===== config.mk =====
export PLATFORM = sky130hd
export DESIGN_NAME = shift_rotate_unit
export DESIGN_NICKNAME = d
export VERILOG_FILES = /design/src/rtl/shift_rotate_unit.sv
export SDC_FILE = /design/constraint.sdc
export NUM_CORES = 1
export LEC_CHECK = 0
export BUFFER_PORTS_ARGS = -buffer_cell sky130_fd_sc_hd__buf_2
export CAP_MARGIN = 15
export CORE_MARGIN = 10
export CORE_UTILIZATION = 45
export DETAILED_ROUTE_END_ITERATION = 7
export SLEW_MARGIN = 20
export SYNTH_ARGS = -nofsm -noshare
export SYNTH_HDL_FRONTEND = slang
export SYNTH_SLANG_ARGS = --single-unit

===== constraint.sdc =====
create_clock -name vclk -period 12.9
set_clock_uncertainty 0.2 [all_clocks]
set_input_delay 1.29 -clock vclk [all_inputs]
set_output_delay 1.29 -clock vclk [all_outputs]
set_load 0.005 [all_outputs]

===== src/rtl/shift_rotate_unit.sv =====
module shift_rotate_unit #(
  parameter int W       = 16,
  parameter int CNT_W   = 8,
  parameter bit REG_OUT = 1'b0
) (
  input  logic             clk,
  input  logic             rst_n,
  input  logic [W-1:0]     val_i,
  input  logic [CNT_W-1:0] cnt_i,
  input  logic             carry_i,
  input  logic [2:0]       op_i,
  input  logic             dyn_i,
  output logic [W-1:0]     res_o,
  output logic             carry_o,
  output logic             neg_o,
  output logic             zero_o
);
  localparam logic [CNT_W-1:0] WORD = CNT_W'(W);
  localparam logic [CNT_W-1:0] RING = CNT_W'(W + 1);

  logic [CNT_W-1:0] amt, rot_k, ring_k, sat_k;
  logic [2*W-1:0]   rol_t, ror_t;
  logic [2*W+1:0]   rcl_t, rcr_t;
  logic [2*W:0]     shl_t, shr_t;
  logic             fill_c;
  logic [W-1:0]     nxt_res;
  logic             nxt_c;

  assign amt    = dyn_i ? cnt_i : CNT_W'(1);
  assign rot_k  = amt % WORD;
  assign ring_k = amt % RING;
  assign sat_k  = (amt > WORD) ? WORD : amt;
  assign fill_c = (amt == '0) || (amt > WORD);

  assign rol_t = {val_i, val_i} << rot_k;
  assign ror_t = {val_i, val_i} >> rot_k;
  assign rcl_t = {carry_i, val_i, carry_i, val_i} << ring_k;
  assign rcr_t = {carry_i, val_i, carry_i, val_i} >> ring_k;
  assign shl_t = {1'b0, val_i, {W{carry_i}}} << sat_k;
  assign shr_t = {{W{carry_i}}, val_i, 1'b0} >> sat_k;

  always_comb begin
    nxt_res = val_i;
    nxt_c   = carry_i;
    case (op_i)
      3'b000: nxt_res = rol_t[2*W-1:W];
      3'b001: nxt_res = ror_t[W-1:0];
      3'b010: {nxt_c, nxt_res} = rcl_t[2*W+1:W+1];
      3'b011: {nxt_c, nxt_res} = rcr_t[W:0];
      3'b100: begin
        nxt_res = shl_t[2*W-1:W];
        nxt_c   = fill_c ? carry_i : shl_t[2*W];
      end
      3'b101: begin
        nxt_res = shr_t[W:1];
        nxt_c   = fill_c ? carry_i : shr_t[0];
      end
      default: ;
    endcase
  end

  generate
    if (REG_OUT) begin : g_reg
      always_ff @(posedge clk or negedge rst_n) begin
        if (!rst_n) begin
          res_o   <= '0;
          carry_o <= 1'b0;
        end else begin
          res_o   <= nxt_res;
          carry_o <= nxt_c;
        end
      end
    end else begin : g_comb
      logic unused_clk;
      assign unused_clk = &{1'b0, clk, rst_n};
      assign res_o   = nxt_res;
      assign carry_o = nxt_c;
    end
  endgenerate

  assign neg_o  = res_o[W-1];
  assign zero_o = (res_o == '0);
endmodule



==> results.py, run 1 <==
metrics = {
    "run_status": {
        "outcome": "finished, final reports clean",
    },
    "floorplan": {
        "start_util_pct": 46.19,
        "die_area_um2": 22780,
        "rows": 47,
        "pin_count": 50,
        "core_area_um2": 16700,
        "die_h_um": 150.9,
        "die_w_um": 150.9,
    },
    "cells_and_area": {
        "clock_buffers": 0,
        "num_antenna_cells": 0,
        "seqCellArea_um2": 0,
        "area_delta_synth_final_pct": 2.466,
        "nFlopsAndLatches": 0,
        "drive_gt1_share_pct": 10.27,
        "fillers": 1804,
        "nNetsFinal": 1253,
    },
    "timing": {
        "setup_viol": 0,
        "finalHoldViolCount": 0,
        "setup_slack_ns": 1.610,
        "period_share_pct": 87.52,
        "slew_headroom_pct": 25.10,
        "period_needed_ns": 11.29,
        "final.setup.tns_ns": 0,
        "maxSlewViolCount": 0,
        "rsz0062_at_grt": "false",
        "fmax_mhz": 88.58,
        "worst_pin_slew_ns": 1.123,
    },
    "drt": {
        "dr.pass1.iters": 8,
        "drt_iter0_markers": 1832,
        "ant_nets": 0,
        "routedWlPerCell_um": 26.65,
        "wirelength_um": 38300,
        "vias": 10580,
        "vias_per_cell": 7.363,
        "drc": 0,
    },
    "pwr": {
        "p_leak_nw": 3.097,
        "power.internal_w": 0.0002395,
        "net-switching-power_w": 0.0005226,
        "pwr-share-seq_pct": 0,
        "powerDensity_nw_per_um2": 96.43,
        "vdd_drop_max_mv": 0.05465,
        "clockPowerShare_pct": 0,
        "comb_power_share_pct": 100.0,
        "p_sw_share_pct": 68.57,
        "power.total_w": 0.0007622,
    },
    "critical_path": {
        "end_kind": "output port",
        "cp_data_required_time_ns": 11.41,
        "critPathMaxStageDelay_ns": 0.90,
        "worst_path_max_delay_cell": "a211oi_2",
        "critical_path_class": "in -> out",
        "cp_top_family": "compound AO/OA/AOI/OAI gates",
        "crit_path_max_fanout": 57,
        "cp_num_buf_inv": 6,
        "critical_path_arrival_ns": 9.80,
        "startpoint_type": "primary input",
    },
    "logic_synthesis": {
        "syn-num-nets": 1307,
        "syn-instance-count": 1273,
        "synthesis.area_um2": 7714,
        "synth_area_per_cell_um2": 6.059,
        "ys_seq_area_share_pct": 0,
        "ys_types": 96,
        "yosysWarnings": 0,
    },
    "placement": {
        "place_congestion": 1.055,
        "numPortBuffers": 48,
        "hpwl_um": 27640,
        "pre_cts_ws_ns": 1.989,
    },
    "clock_tree": {
        "hold_buffers": 0,
        "cts_resized": 0,
        "post-cts-setup-buffers": 0,
    },
    "flow_run": {
        "max_cap_violations": 0,
    },
    "grt": {
        "grt_pass1_wl_um": 57150,
        "grt_usage_pct": 31.78,
        "grt_overflow": 0,
        "antenna_found_initial": 0,
        "grt_pass1_vias": 9462,
        "grt_start_max_net_pins": 58,
    },
    "hold_path": {
        "hp-class": "in -> out",
    },
}
==> path summary, 6_finish.rpt <==
check	startpoint	endpoint	slack, ns	depth (start not counted)
hold / removal	op_i[1]	carry_o	2.82	4
setup / recovery	dyn_i	zero_o	1.61	27
==> through the flow <==
stage / utilization, % / hold WS [ns] / instances / instance area [µm²]
after floorplan: - / 2.520 / 1273 / 7714
after global placement: 47.33 / 2.829 / 1437 / 7904
after detailed placement: 47.33 / 2.829 / 1437 / 7904
after CTS: 47.33 / 2.832 / 1437 / 7904
after global routing: 47.33 / 2.881 / 1437 / 7904
final: 47.33 / 2.825 / 1437 / 7904
==> cells in the final DEF, fill, tap and decap left out, types with 5 or more instances in the layout <==
cell / count
o41ai_1: 6
a21o_1: 17
o21ai_0: 107
nor3_1: 71
o22ai_1: 15
a31oi_1: 21
a211oi_1: 44
nor3b_1: 5
o2111ai_1: 5
a22oi_1: 19
o21bai_1: 7
mux2i_1: 90
and3_1: 7
o32ai_1: 8
o221ai_1: 7
inv_1: 14
a221oi_1: 20
nor2_1: 205
a21oi_1: 98
o31ai_1: 10
or3_1: 6
o21ai_1: 6
or4_1: 5
nand2_1: 105
a221o_1: 6
o31a_1: 6
nand2b_1: 15
buf_4: 20
and2_1: 6
buf_2: 48
nand3_1: 43
o211ai_1: 18
o22a_1: 5
nor4_1: 16
mux2_2: 12
nand4_1: 9
==> cell families (layout without fill, tap and decap cells) <==
kind of cell | after synthesis | count (layout) | share of synthesized area [%]
adder cells (fa/ha/maj) | 3 | 3 | 0.4867
XOR/XNOR | 4 | 4 | 0.5516
AND/OR/NAND/NOR | 524 | 524 | 31.82
multiplexers | 108 | 108 | 15.02
buffers and inverters | 141 | 85 | 7.997
AO/OA/AOI/OAI | 493 | 493 | 44.12
==> synthesized netlist by cell type, drive strengths merged, types with 8 or more instances <==
cell    number  area (µm²)
nor2       206       773.2
o32ai        9       86.34
a21oi       98       490.5
o211ai      19       147.6
o22ai       15       93.84
a221oi      21       190.2
a22oi       21       176.4
mux2i       92       933.4
nor4        18       125.1
o21ai      115       583.1
inv         16       60.05
nor3        72       365.3
mux2        12       135.1
nand2      107       401.6
o31ai       10       75.07
a31oi       21       131.4
clkbuf      70       262.8
nand4        9       56.30
a211oi      47       362.8
nand3       43       215.2
buf         55       294.0
a21o        17       127.6
o21bai       8       71.32
nand2b      15       93.84
==> per-layer routing <==
| layer | up-vias | GRT usage [%] | wire length, µm |
|---|---|---|---|
| met3 | 144 | 10.83 | 5715 |
| met4 | 0 | 14.77 | 2150 |
| met1 | 4846 | 44.19 | 15810 |
| li1 | 4788 | - | - |
| met2 | 802 | 42.47 | 14620 |
| met5 | - | 0 | 0 |
==> power groups by stage <==
stage / registers, W / clock network [W] / logic, W
detailed placement: 0 / 0 / 0.000719
floorplan: 0 / 0 / 0.000514
global route: 0 / 0 / 0.000802
global placement: 0 / 0 / 0.000726
finish: 0 / 0 / 0.000762
CTS: 0 / 0 / 0.000722
==> area by class of cell <==
type / count / area, µm² / area share, %
multi-input cells: 1132 / 7158 / 90.57
repair buffers: 69 / 410.4 / 5.192
inverters: 16 / 60.06 / 0.7599
well taps: 220 / 275.3 / 3.483
(Power assumes the default switching activity.)
==> run 2: changes to the inputs <==
--- a/config.mk
+++ b/config.mk
@@ -7,9 +7,12 @@
 export LEC_CHECK = 0
 export BUFFER_PORTS_ARGS = -buffer_cell sky130_fd_sc_hd__buf_2
 export CAP_MARGIN = 15
+export CELL_PAD_IN_SITES_DETAIL_PLACEMENT = 0
+export CELL_PAD_IN_SITES_GLOBAL_PLACEMENT = 2
 export CORE_MARGIN = 10
-export CORE_UTILIZATION = 45
+export CORE_UTILIZATION = 38
 export DETAILED_ROUTE_END_ITERATION = 7
+export PLACE_DENSITY_LB_ADDON = 0.1
 export SLEW_MARGIN = 20
 export SYNTH_ARGS = -nofsm -noshare
 export SYNTH_HDL_FRONTEND = slang
==> results.py, run 2 (synthesis gave the netlist of run 1 again) <==
metrics = {
    "cells_and_area": {
        "drive_gt1_share_pct": 10.66,
        "seqCellArea_um2": 0,
        "nNetsFinal": 1256,
        "most-common-layout-cells": "nor2_1 (205), o21ai_0 (107), nand2_1 (104)",
        "utilization_pct": 39.76,
        "mostFrequentLayoutCell": "nor2_1",
        "final_area_um2": 7993,
        "num_antenna_cells": 0,
        "nFlopsAndLatches": 0,
        "clock_buffers": 0,
        "area_delta_synth_final_pct": 3.617,
    },
    "timing": {
        "rsz0062_at_grt": "false",
        "worst_pin_slew_ns": 0.9899,
        "period_share_pct": 83.39,
        "slew_headroom_pct": 33.50,
        "maxSlewViolCount": 0,
        "period_needed_ns": 10.76,
        "setup_viol": 0,
        "finalHoldViolCount": 0,
        "fmax_mhz": 92.96,
        "fin_hold_ws_ns": 2.853,
        "final.setup.tns_ns": 0,
    },
    "critical_path": {
        "cp_data_required_time_ns": 11.41,
        "crit_path_max_fanout": 28,
        "critical_path_class": "in -> out",
        "startpoint_type": "primary input",
        "end_kind": "output port",
        "critical_path_arrival_ns": 9.27,
    },
    "floorplan": {
        "pin_count": 50,
        "die_w_um": 162.5,
        "die_area_um2": 26400,
        "rows": 52,
        "core_area_um2": 20100,
        "start_util_pct": 38.37,
        "die_h_um": 162.5,
    },
    "clock_tree": {
        "hold_buffers": 0,
        "cts_resized": 0,
        "post-cts-setup-buffers": 0,
    },
    "pwr": {
        "powerDensity_nw_per_um2": 96.23,
        "p_leak_nw": 3.108,
        "power.total_w": 0.0007691,
        "vdd_drop_max_mv": 0.04250,
    },
    "drt": {
        "vias_per_cell": 7.055,
        "drt_iter0_markers": 1789,
        "ant_nets": 0,
        "wirelength_um": 39850,
        "dr.pass1.iters": 6,
        "vias": 10512,
        "routedWlPerCell_um": 26.75,
        "drc": 0,
    },
    "grt": {
        "grt_usage_pct": 28.41,
        "grt_overflow": 0,
        "grt_start_max_net_pins": 57,
        "antenna_found_initial": 0,
        "grt_pass1_vias": 9437,
        "grt_pass1_wl_um": 59750,
    },
    "placement": {
        "place_congestion": 0.9943,
        "numPortBuffers": 48,
        "place_area_um2": 7984,
        "hpwl_um": 29440,
    },
    "run_status": {
        "outcome": "finished, final reports clean",
    },
    "flow_run": {
        "max_cap_violations": 0,
    },
    "hold_path": {
        "hp-class": "in -> out",
    },
}
[run 2: layout make-up]
cell class                      instances  area, µm²
Fill cell                            2218      12110
Multi-Input combinational cell       1132       7174
Timing Repair Buffer                   72      420.4
Tap cell                              270      337.8
Inverter                               16      60.06
[run 2: worst max-delay path: stages]
cell and delay [ns]:
buf_2 0.35, nand2_1 0.21, ha_1 0.37, nor4_1 0.32, nor3_1 0.14, a311o_1 0.46, o31a_1 0.41, o41a_1 0.47
a31oi_1 0.44, inv_1 0.14, ha_1 0.25, or4_1 0.60, a31o_1 0.43, a22oi_4 0.76, buf_4 0.39, mux2i_1 0.41
a21oi_1 0.23, a211oi_1 0.48, o21ai_0 0.20, a211oi_1 0.33, and4bb_1 0.25, and4bb_1 0.19, buf_2 0.12
[run 2: path summary, 6_finish.rpt]
kind | startpoint | to | cells after the start
max | dyn_i | zero_o | 23
min | op_i[1] | carry_o | 4
[run 2: report_power, final]
part	leakage (nW)	switching [W]	total [W]	internal, W
Combinational	3.11	0.000528	0.000769	0.000241
Clock	0	0	0	0
Sequential	0	0	0	0
[run 2: stage by stage]
stage,worst slack [ns],instances
6_report,2.142,1490
5_1_grt,1.634,1490
4_1_cts,2.312,1490
3_5_place_dp,2.334,1490
3_3_place_gp,2.212,1490
2_1_floorplan,3.247,1273
[run 2: per-layer routing]
metal  track usage (%)  share of wire [%]  vias up
met5                 0                  0        -
met4             6.617                2.8        0
met3             5.131                 11       73
met2             42.24                 42      712
met1             41.07                 43     4926
li1                  -                  -     4801
